<file path="config.mk">
export PLATFORM = sky130hd
export DESIGN_NAME = br_hazard_ctl
export DESIGN_NICKNAME = d
export VERILOG_FILES = /design/src/rtl/br_hazard_pkg.sv /design/src/rtl/br_fwd_sel.sv /design/src/rtl/br_hold_det.sv /design/src/rtl/br_hazard_ctl.sv
export SDC_FILE = /design/constraint.sdc
export NUM_CORES = 1
export LEC_CHECK = 0
export BUFFER_PORTS_ARGS = -buffer_cell sky130_fd_sc_hd__buf_2
export CORE_AREA = 3 3 40 42
export DETAILED_ROUTE_END_ITERATION = 16
export DIE_AREA = 0 0 43 45
export PLACE_DENSITY = 0.71
export SLEW_MARGIN = 15
export SYNTH_ARGS = -nofsm -noshare
export SYNTH_HDL_FRONTEND = slang
export SYNTH_SLANG_ARGS = --single-unit
export TNS_END_PERCENT = 100
</file>
<file path="constraint.sdc">
create_clock -name vclk -period 4.1
set_input_delay 0.41 -clock vclk [all_inputs]
set_output_delay 0.41 -clock vclk [all_outputs]
set_load 0.01 [all_outputs]
</file>
<file path="src/rtl/br_hazard_pkg.sv">
package br_hazard_pkg;
  // number of comparator operands served by the forwarding logic
  localparam int unsigned NUM_OPS = 2;

  typedef enum logic [1:0] {
    HOLD_NONE   = 2'd0,
    HOLD_EX     = 2'd1,
    HOLD_MEMLD  = 2'd2,
    HOLD_BOTH   = 2'd3
  } hold_src_e;
endpackage

</file>
<file path="src/rtl/br_fwd_sel.sv">
module br_fwd_sel #(
  parameter int unsigned REG_AW = 5
) (
  input  logic              is_branch,
  input  logic [REG_AW-1:0] src,
  input  logic [REG_AW-1:0] mem_dst,
  input  logic              mem_wr_en,
  output logic              sel_mem
);
  localparam logic [REG_AW-1:0] ZERO_REG = '0;

  logic dst_live;
  assign dst_live = mem_wr_en && (mem_dst != ZERO_REG);
  assign sel_mem  = is_branch && dst_live && (mem_dst == src);

  always_comb begin
    AST_FWD_NEEDS_LIVE_DST: assert (!sel_mem || (mem_dst != ZERO_REG && mem_wr_en)) else $error("fwd with dead dst");
  end
endmodule

</file>
<file path="src/rtl/br_hold_det.sv">
module br_hold_det #(
  parameter int unsigned REG_AW = 5
) (
  input  logic                    is_branch,
  input  logic [REG_AW-1:0]       src_a,
  input  logic [REG_AW-1:0]       src_b,
  input  logic [REG_AW-1:0]       ex_dst,
  input  logic                    ex_wr_en,
  input  logic [REG_AW-1:0]       mem_dst,
  input  logic                    mem_wr_en,
  input  logic                    mem_load,
  output br_hazard_pkg::hold_src_e hold_src,
  output logic                    hold
);
  import br_hazard_pkg::*;
  localparam logic [REG_AW-1:0] ZERO_REG = '0;

  logic ex_hit, memld_hit;

  assign ex_hit = is_branch && ex_wr_en && (ex_dst != ZERO_REG) &&
                  ((ex_dst == src_a) || (ex_dst == src_b));

  assign memld_hit = is_branch && mem_load && mem_wr_en && (mem_dst != ZERO_REG) &&
                     ((mem_dst == src_a) || (mem_dst == src_b));

  always_comb begin
    unique case ({memld_hit, ex_hit})
      2'b01:   hold_src = HOLD_EX;
      2'b10:   hold_src = HOLD_MEMLD;
      2'b11:   hold_src = HOLD_BOTH;
      default: hold_src = HOLD_NONE;
    endcase
  end

  assign hold = (hold_src != HOLD_NONE);

  always_comb begin
    AST_HOLD_ONLY_BRANCH: assert (!hold || is_branch) else $error("hold without branch");
  end
endmodule

</file>
<file path="src/rtl/br_hazard_ctl.sv">
module br_hazard_ctl #(
  parameter int unsigned REG_AW = 5
) (
  input  logic              dec_branch,
  input  logic              dec_jump,
  input  logic [REG_AW-1:0] dec_src_a,
  input  logic [REG_AW-1:0] dec_src_b,
  input  logic [REG_AW-1:0] ex_dst,
  input  logic              ex_wr_en,
  input  logic [REG_AW-1:0] mem_dst,
  input  logic              mem_wr_en,
  input  logic              mem_load,
  input  logic              cmp_hit,
  output logic              fwd_a,
  output logic              fwd_b,
  output logic              pc_wr_en,
  output logic              ifid_wr_en,
  output logic              id_bubble,
  output logic              if_flush
);
  import br_hazard_pkg::*;

  logic [REG_AW-1:0] src_vec [NUM_OPS];
  logic [NUM_OPS-1:0] fwd_vec;
  hold_src_e hold_src;
  logic hold;

  assign src_vec[0] = dec_src_a;
  assign src_vec[1] = dec_src_b;

  for (genvar g = 0; g < NUM_OPS; g++) begin : g_fwd
    br_fwd_sel #(.REG_AW(REG_AW)) u_fwd (
      .is_branch (dec_branch),
      .src       (src_vec[g]),
      .mem_dst   (mem_dst),
      .mem_wr_en (mem_wr_en),
      .sel_mem   (fwd_vec[g])
    );
  end

  br_hold_det #(.REG_AW(REG_AW)) u_hold (
    .is_branch (dec_branch),
    .src_a     (dec_src_a),
    .src_b     (dec_src_b),
    .ex_dst    (ex_dst),
    .ex_wr_en  (ex_wr_en),
    .mem_dst   (mem_dst),
    .mem_wr_en (mem_wr_en),
    .mem_load  (mem_load),
    .hold_src  (hold_src),
    .hold      (hold)
  );

  assign fwd_a      = fwd_vec[0];
  assign fwd_b      = fwd_vec[1];
  assign pc_wr_en   = !hold;
  assign ifid_wr_en = !hold;
  assign id_bubble  = hold;
  assign if_flush   = dec_jump || (dec_branch && cmp_hit && !hold);

  always_comb begin
    AST_FLUSH_NOT_WITH_BUBBLE: assert (!(if_flush && id_bubble)) else $error("flush during hold");
    AST_ENABLES_AGREE: assert (pc_wr_en == ifid_wr_en) else $error("enables split");
    AST_NO_FWD_OFF_BRANCH: assert (dec_branch || fwd_vec == '0) else $error("fwd off branch");
    AST_BRANCH_HOLD_KIND: assert (!hold || hold_src != HOLD_NONE) else $error("hold kind");
  end
endmodule

</file>
# Yosys cells after proc, flatten, opt, wreduce, memory -nomap -nowiden

Index checks and enable logic that the tools add are counted.

Eq/ne operators: 7
Muxes and demuxes: 1
Reduce and logical (&&, ||, !) cells: 20

Operators by type and width:

| kind                                                                  | count |
|---|---|
| 5-bit equality test                                                   | 4 |
| 1-bit logical AND                                                     | 13 |
| 5-bit nonzero test                                                    | 2 |
| 2-bit case mux with 3 select lines                                    | 1 |
| 2-bit equality test, second input constant                            | 2 |
| 1-bit logical OR                                                      | 3 |
| 2-bit by 1-bit equality test with 1-bit output, second input constant | 1 |
| 2-bit nonzero test                                                    | 1 |
| 1-bit zero test                                                       | 1 |

Flip-flop bits (word level): 0
Bits of input ports: 26
Output and inout bits: 6
Logic and storage cells: 28

# Depth between registers and ports, before layout

Gate-level depths: netlist (run 1).

Word-level depth: 10
Mapped depth: 6
Mapped depth without buffers: 5

# By module

Synthesis (run 1) repeated with hierarchy kept, for this count alone.

Cells, all modules: 60
Area, all modules: 449.2 um2

Modules (own cells, without submodules):

| module        | times used | cells an instance | area each (um2) | seq. area each (um2) |
|---|---|---|---|---|
| br_hold_det   | 1          | 37                | 276.5           | 0.0 |
| br_fwd_sel    | 2          | 10                | 76.3            | 0.0 |
| br_hazard_ctl | 1          | 3                 | 20.0            | 0.0 |

# Worst setup path before layout (run 1)

Ideal clock, no wire load.

Path kind: input-to-output
From: input port mem_dst[0]
To: output port pc_wr_en
Data arrival time: 1.647 ns
Required time: 3.690 ns
Path slack: 2.043 ns
Stages on the path: 4
Path buffers: 1
Cell sequence: or4_4 o211a_1 a31oi_1 buf_4

Word-level cells in the longest chain between the ends: 7
Elaborated cells on any way between the ends: 12
Those cells by class: eq/ne (5); mux (1); reduce/logical (6)

RTL lines:

| element                                                                               | RTL line                             | text |
|---|---|---|
| from (decl)                                                                           | br_hazard_ctl.sv:10                  | `input logic [REG_AW-1:0] mem_dst,` |
| 5-bit equality test or 5-bit nonzero test (tied branches)                             | br_hold_det.sv:24, br_hold_det.sv:23 |  |
| 1-bit logical OR or 1-bit logical AND (tied branches)                                 | br_hold_det.sv:24, br_hold_det.sv:23 |  |
| 1-bit logical AND *                                                                   | br_hold_det.sv:23                    | `assign memld_hit = is_branch && mem_load && mem_wr_en && (mem_dst != ZERO_REG) &&` |
| 2-bit equality test or 2-bit by 1-bit equality test with 1-bit output (tied branches) | br_hold_det.sv:27                    | `unique case ({memld_hit, ex_hit})` |
| 2-bit case mux with 3 select lines *                                                  | br_hold_det.sv:27                    |  |
| 2-bit nonzero test *                                                                  | br_hold_det.sv:35                    | `assign hold = (hold_src != HOLD_NONE);` |
| 1-bit zero test *                                                                     | --                                   |  |
| to (decl)                                                                             | br_hazard_ctl.sv:16                  | `output logic pc_wr_en,` |

Mark *: on every way between the ends. The rest lies on a longest branch, timed or not.

# Worst setup path in the final report (run 1)

From: input port mem_dst[0]
To: output port if_flush

Word-level cells in the longest chain between the ends: 9
Elaborated cells on any way between the ends: 14
Those cells by class: eq/ne (5); mux (1); reduce/logical (8)

RTL lines:

| element                                                                               | RTL line                             | text |
|---|---|---|
| 5-bit equality test or 5-bit nonzero test (tied branches)                             | br_hold_det.sv:24, br_hold_det.sv:23 |  |
| 1-bit logical OR or 1-bit logical AND (tied branches)                                 | br_hold_det.sv:24, br_hold_det.sv:23 |  |
| 1-bit logical AND *                                                                   | br_hold_det.sv:23                    |  |
| 2-bit equality test or 2-bit by 1-bit equality test with 1-bit output (tied branches) | br_hold_det.sv:27                    |  |
| 2-bit case mux with 3 select lines *                                                  | br_hold_det.sv:27                    |  |
| 2-bit nonzero test *                                                                  | br_hold_det.sv:35                    |  |
| 1-bit zero test *                                                                     | br_hazard_ctl.sv:59                  | `assign if_flush = dec_jump \|\| (dec_branch && cmp_hit && !hold);` |
| 1-bit logical AND *                                                                   | br_hazard_ctl.sv:59                  |  |
| 1-bit logical OR *                                                                    | br_hazard_ctl.sv:59                  |  |
| to (decl)                                                                             | br_hazard_ctl.sv:19                  | `output logic if_flush` |

Marked as above.

==> results of run 1 <==
## worst max path at each step
stage,start,to,cells after the start
3_3_place_gp,mem_dst[0],if_flush,6
4_1_cts,mem_dst[0],if_flush,6
2_1_floorplan,mem_dst[0],pc_wr_en,4
3_5_place_dp,mem_dst[0],if_flush,6
6_report,mem_dst[0],if_flush,6
5_1_grt,mem_dst[0],if_flush,6
## per-layer routing
metal	wire, µm	global-route usage (%)	share of wire (%)
met4	0	0	0
met2	511	19.2	49
met1	455	13.3	44
met3	69	0.797	6.7
met5	0	0	0
## cell type report
| cell class | instances | area [µm²] |
|---|---|---|
| Fill cell | 137 | 781 |
| Timing Repair Buffer | 32 | 160 |
| Multi-Input combinational cell | 42 | 322 |
| Inverter | 1 | 3.75 |
| Tap cell | 15 | 18.8 |
## synth_stat cells
| cell type | count |
|---|---|
| nand2_1 | 1 |
| nor2_1 | 2 |
| nand3_1 | 4 |
| or4_1 | 1 |
| xnor2_1 | 8 |
| inv_1 | 1 |
| or4_4 | 1 |
| a221oi_2 | 1 |
| a21oi_1 | 2 |
| o211a_1 | 1 |
| xor2_1 | 12 |
| a31o_2 | 1 |
| nor3_1 | 4 |
| o211ai_1 | 2 |
| and3_4 | 1 |
| a31oi_1 | 1 |
| buf_4 | 1 |
## power groups by stage
stage	Clock, mW	Sequential, mW	Combinational [mW]
final	0	0	0.0474
after detailed placement	0	0	0.0475
after global routing	0	0	0.0522
after global placement	0	0	0.0469
after CTS	0	0	0.0476
after floorplan	0	0	0.0235
## cell usage in the layout (no fill, tap or decap)
cell type,synthesis,routed
xor2_1,12,12
nand3_1,4,4
o211ai_1,2,2
nor2_1,2,2
inv_1,1,1
xnor2_1,8,8
buf_2,0,32
a21oi_1,2,2
or4_4,1,1
a31o_2,1,1
nand2_1,1,1
a221oi_2,1,1
a31oi_1,1,1
o211a_1,1,1
or4_1,1,1
and3_4,1,1
nor3_1,4,4
## cell families (layout without fill, tap and decap cells)
logic type / Yosys count / count (layout) / share of synthesized area (%)
XOR/XNOR: 20 / 20 / 52.6
AND/OR/NAND/NOR: 14 / 14 / 24.4
AO/OA/AOI/OAI: 8 / 8 / 19.5
buffers and inverters: 2 / 33 / 3.38
==> results.sh, run 1 <==
export IMPL_status="finished clean"
export IMPL_postRouteAntennaNets=0
export IMPL_arrival_ns=1.85
export IMPL_required_ns=3.69
export IMPL_cp_start_kind="primary input"
export IMPL_hold_violations=0
export IMPL_dpl_hpwl_um=965
export IMPL_p_comb_share_pct=100.0
export IMPL_cp_max_fo=3
export IMPL_netlist_instances=44
export IMPL_leakagePower_nw=0.244
export IMPL_worst_pin_slew_ns=0.302
export IMPL_setup_slack_ns=1.84
export IMPL_grt_max_degree=5
export IMPL_maxCapViolations=0
export IMPL_end_kind="primary output"
export IMPL_synth_area_leaders="xor2_1 32%, xnor2_1 21%, nand3_1 6.0%, nor3_1 6.0%, a221oi_2 4.5%"
export IMPL_max_freq_ghz=0.443
export IMPL_peakVddDrop_v=0.0000316
export IMPL_power_density_nw_per_um2=93.9
export IMPL_synth_top_area_share_pct=31.6
export IMPL_wirelength_um=1040
export IMPL_swShare_pct=48.8
export IMPL_antenna_found_initial=0
export IMPL_placed_area_um2=504
export IMPL_finalCritPeriodShare_pct=55.1
export IMPL_slew_violations=0
export IMPL_hold_depth=3
export IMPL_final_core_util_pct=39.2
export IMPL_firstDrtPassIters=3
export IMPL_num_clock_buffers=0
export IMPL_max_stage_delay_ns=0.53
export IMPL_vias=414
export IMPL_numPlacedInstances=90
export IMPL_yosysWarnings=0
export IMPL_hold_path_startpoint="mem_load"
export IMPL_fin_area_um2=504
export IMPL_crit_path_frequent_cell="buf_2"
export IMPL_cts_resized=0
export IMPL_finalCriticalPeriod_ns=2.26
export IMPL_start_util_pct=25.9
export IMPL_die_area_um2=1940
export IMPL_die_y_um=45
export IMPL_grt_usage_pct=10.1
export IMPL_vias_per_cell=4.60
export IMPL_drt_iter0_markers=3
export IMPL_finalPower_uw=47.4
export IMPL_pre_cts_ws_ns=1.84
export IMPL_final_cell_count_no_fill=90
export IMPL_path_buf_inv=2
export IMPL_seq_cells=0
export IMPL_syn_nets=70
export IMPL_holdPathEnd="pc_wr_en"
export IMPL_layout_nets=103
export IMPL_ys_types=17
export IMPL_switching_power_uw=23.1
export IMPL_core_um2=1280
export IMPL_critPathKind="in -> out"
export IMPL_cp_slowest_cell="or4_4"
export IMPL_finalSetupTns_ns=0
export IMPL_rsz0062_at_grt="no"
export IMPL_hold_class="in -> out"
export IMPL_io_pins=32
export IMPL_yosys_area_top_type="xor2_1"
export IMPL_die_x_um=43
export IMPL_drc=0
export IMPL_grt_pass1_wl_um=1590
export IMPL_regArea_um2=0
export IMPL_p_seq_share_pct=0
export IMPL_port_buffers=32
export IMPL_hold_buffers=0
export IMPL_post_cts_buffers=0
export IMPL_overflow=0
export IMPL_rows=13
export IMPL_diodes=0
export IMPL_clkPwrFrac_pct=0
export IMPL_crit_path_cell_trace="buf_2 -> or4_4 -> o211a_1 -> and3_4 -> a221oi_2 -> buf_2"
export IMPL_syn_avg_cell_area_um2=7.56
export IMPL_holdWs_ns=1.14
export IMPL_syn_area_um2=333
export IMPL_syn_to_final_growth_pct=51.5
export IMPL_slew_headroom_pct=79.8
export IMPL_wl_per_cell_um=11.5
export IMPL_internal_power_uw=24.3
export IMPL_setup_violations=0
export IMPL_grt_pass1_vias=404
export IMPL_place_gp_congestion=0.836
export IMPL_seq_area_frac_synth_pct=0
export IMPL_path_delay_family="simple AND/OR/NAND/NOR gates"
export IMPL_final_layout_size_suffix_gt1_share_pct=48.0
No activity file was read; power rests on OpenSTA's default activity.
==> inputs of run 2 (changes only) <==
==> constraint.sdc (replaced) <==
create_clock -name vclk -period 2.2
set_input_delay 0.22 -clock vclk [all_inputs]
set_output_delay 0.22 -clock vclk [all_outputs]
set_load 0.01 [all_outputs]
==> results.sh, run 2 (same netlist as run 1, synthesis figures left out) <==
export IMPL_status="finished clean"
export IMPL_maxCapViolations=0
export IMPL_end_kind="primary output"
export IMPL_layout_commonest_cell="buf_2"
export IMPL_rows=13
export IMPL_io_pins=32
export IMPL_cp_slowest_cell="or4_4"
export IMPL_finalSetupTns_ns=0
export IMPL_power_density_nw_per_um2=176
export IMPL_layout_nets=103
export IMPL_wl_per_cell_um=11.8
export IMPL_critical_path_endpoint="if_flush"
export IMPL_required_ns=1.98
export IMPL_grt_max_degree=5
export IMPL_hold_violations=0
export IMPL_firstDrtPassIters=2
export IMPL_seq_cells=0
export IMPL_core_um2=1280
export IMPL_port_buffers=32
export IMPL_post_cts_buffers=0
export IMPL_arrival_ns=1.67
export IMPL_crit_path_cell_trace="buf_2 -> or4_4 -> o211a_1 -> and3_4 -> a221oi_2 -> buf_2"
export IMPL_final_layout_size_suffix_gt1_share_pct=48.0
export IMPL_overflow=0
export IMPL_num_clock_buffers=0
export IMPL_leakagePower_nw=0.244
export IMPL_die_area_um2=1940
export IMPL_layout_common_cells="32 x buf_2, 12 x xor2_1, 8 x xnor2_1"
export IMPL_syn_to_final_growth_pct=51.5
export IMPL_grt_pass1_vias=389
export IMPL_die_x_um=43
export IMPL_place_gp_congestion=0.836
export IMPL_vias_per_cell=4.71
export IMPL_grt_pass1_wl_um=1620
export IMPL_postRouteAntennaNets=0
export IMPL_slew_violations=0
export IMPL_numPlacedInstances=90
export IMPL_wirelength_um=1060
export IMPL_cts_resized=0
export IMPL_slew_headroom_pct=80.3
export IMPL_dpl_hpwl_um=977
export IMPL_critPathKind="in -> out"
export IMPL_finalPower_uw=88.6
export IMPL_diodes=0
export IMPL_crit_path_frequent_cell="buf_2"
export IMPL_start_util_pct=25.9
export IMPL_rsz0062_at_grt="no"
export IMPL_peakVddDrop_v=0.0000585
export IMPL_antenna_found_initial=0
export IMPL_die_y_um=45
export IMPL_hold_class="in -> out"
export IMPL_cp_start_kind="primary input"
export IMPL_grt_usage_pct=10.4
export IMPL_drc=0
export IMPL_cp_max_fo=3
export IMPL_max_freq_ghz=0.529
export IMPL_hold_depth=3
export IMPL_drt_iter0_markers=5
export IMPL_max_stage_delay_ns=0.53
export IMPL_regArea_um2=0
export IMPL_hold_path_startpoint="mem_load"
export IMPL_setup_violations=0
export IMPL_finalCritPeriodShare_pct=86.0
export IMPL_worstSetupStartpoint="mem_dst[0]"
export IMPL_final_cell_count_no_fill=90
export IMPL_worst_pin_slew_ns=0.295
export IMPL_vias=424
export IMPL_hold_buffers=0
export IMPL_finalCriticalPeriod_ns=1.89
-- run 2: metrics by stage --
stage	util [%]	area, µm²	worst slack, ns	hold slack [ns]
floorplan	-	333	0.523	0.557
global placement	39.2	504	0.332	0.762
detailed placement	39.2	504	0.323	0.763
CTS	39.2	504	0.324	0.764
global route	39.2	504	0.301	0.796
finish	39.2	504	0.308	0.761
-- run 2: worst max-delay path: cells and delay by family --
family	cells	cell delay, ns
AO/OA/AOI/OAI	2	0.45
buffers and inverters	2	0.29
AND/OR/NAND/NOR	2	0.71
-- run 2: worst min path at each step --
stage and end:
2_1_floorplan ifid_wr_en, 3_3_place_gp pc_wr_en, 3_5_place_dp pc_wr_en, 4_1_cts pc_wr_en, 5_1_grt pc_wr_en, 6_report pc_wr_en
-- run 2: power breakdown --
group          internal (mW)  switching, mW
clock                      0              0
sequential                 0              0
combinational         0.0452         0.0434
-- run 2: routing by layer --
layer / global-route usage, % / up-vias / part of all wire, %
met3: 0.797 / 0 / 6.5
met1: 13.8 / 188 / 44
met2: 19.5 / 14 / 50
li1: - / 222 / -
met4: 0 / 0 / 0
met5: 0 / - / 0
-- run 2: cell type report --
cell class         count  area (µm²)
repair buffers        32         160
multi-input cells     42         322
fillers              142         781
inverters              1        3.75
well taps             15        18.8
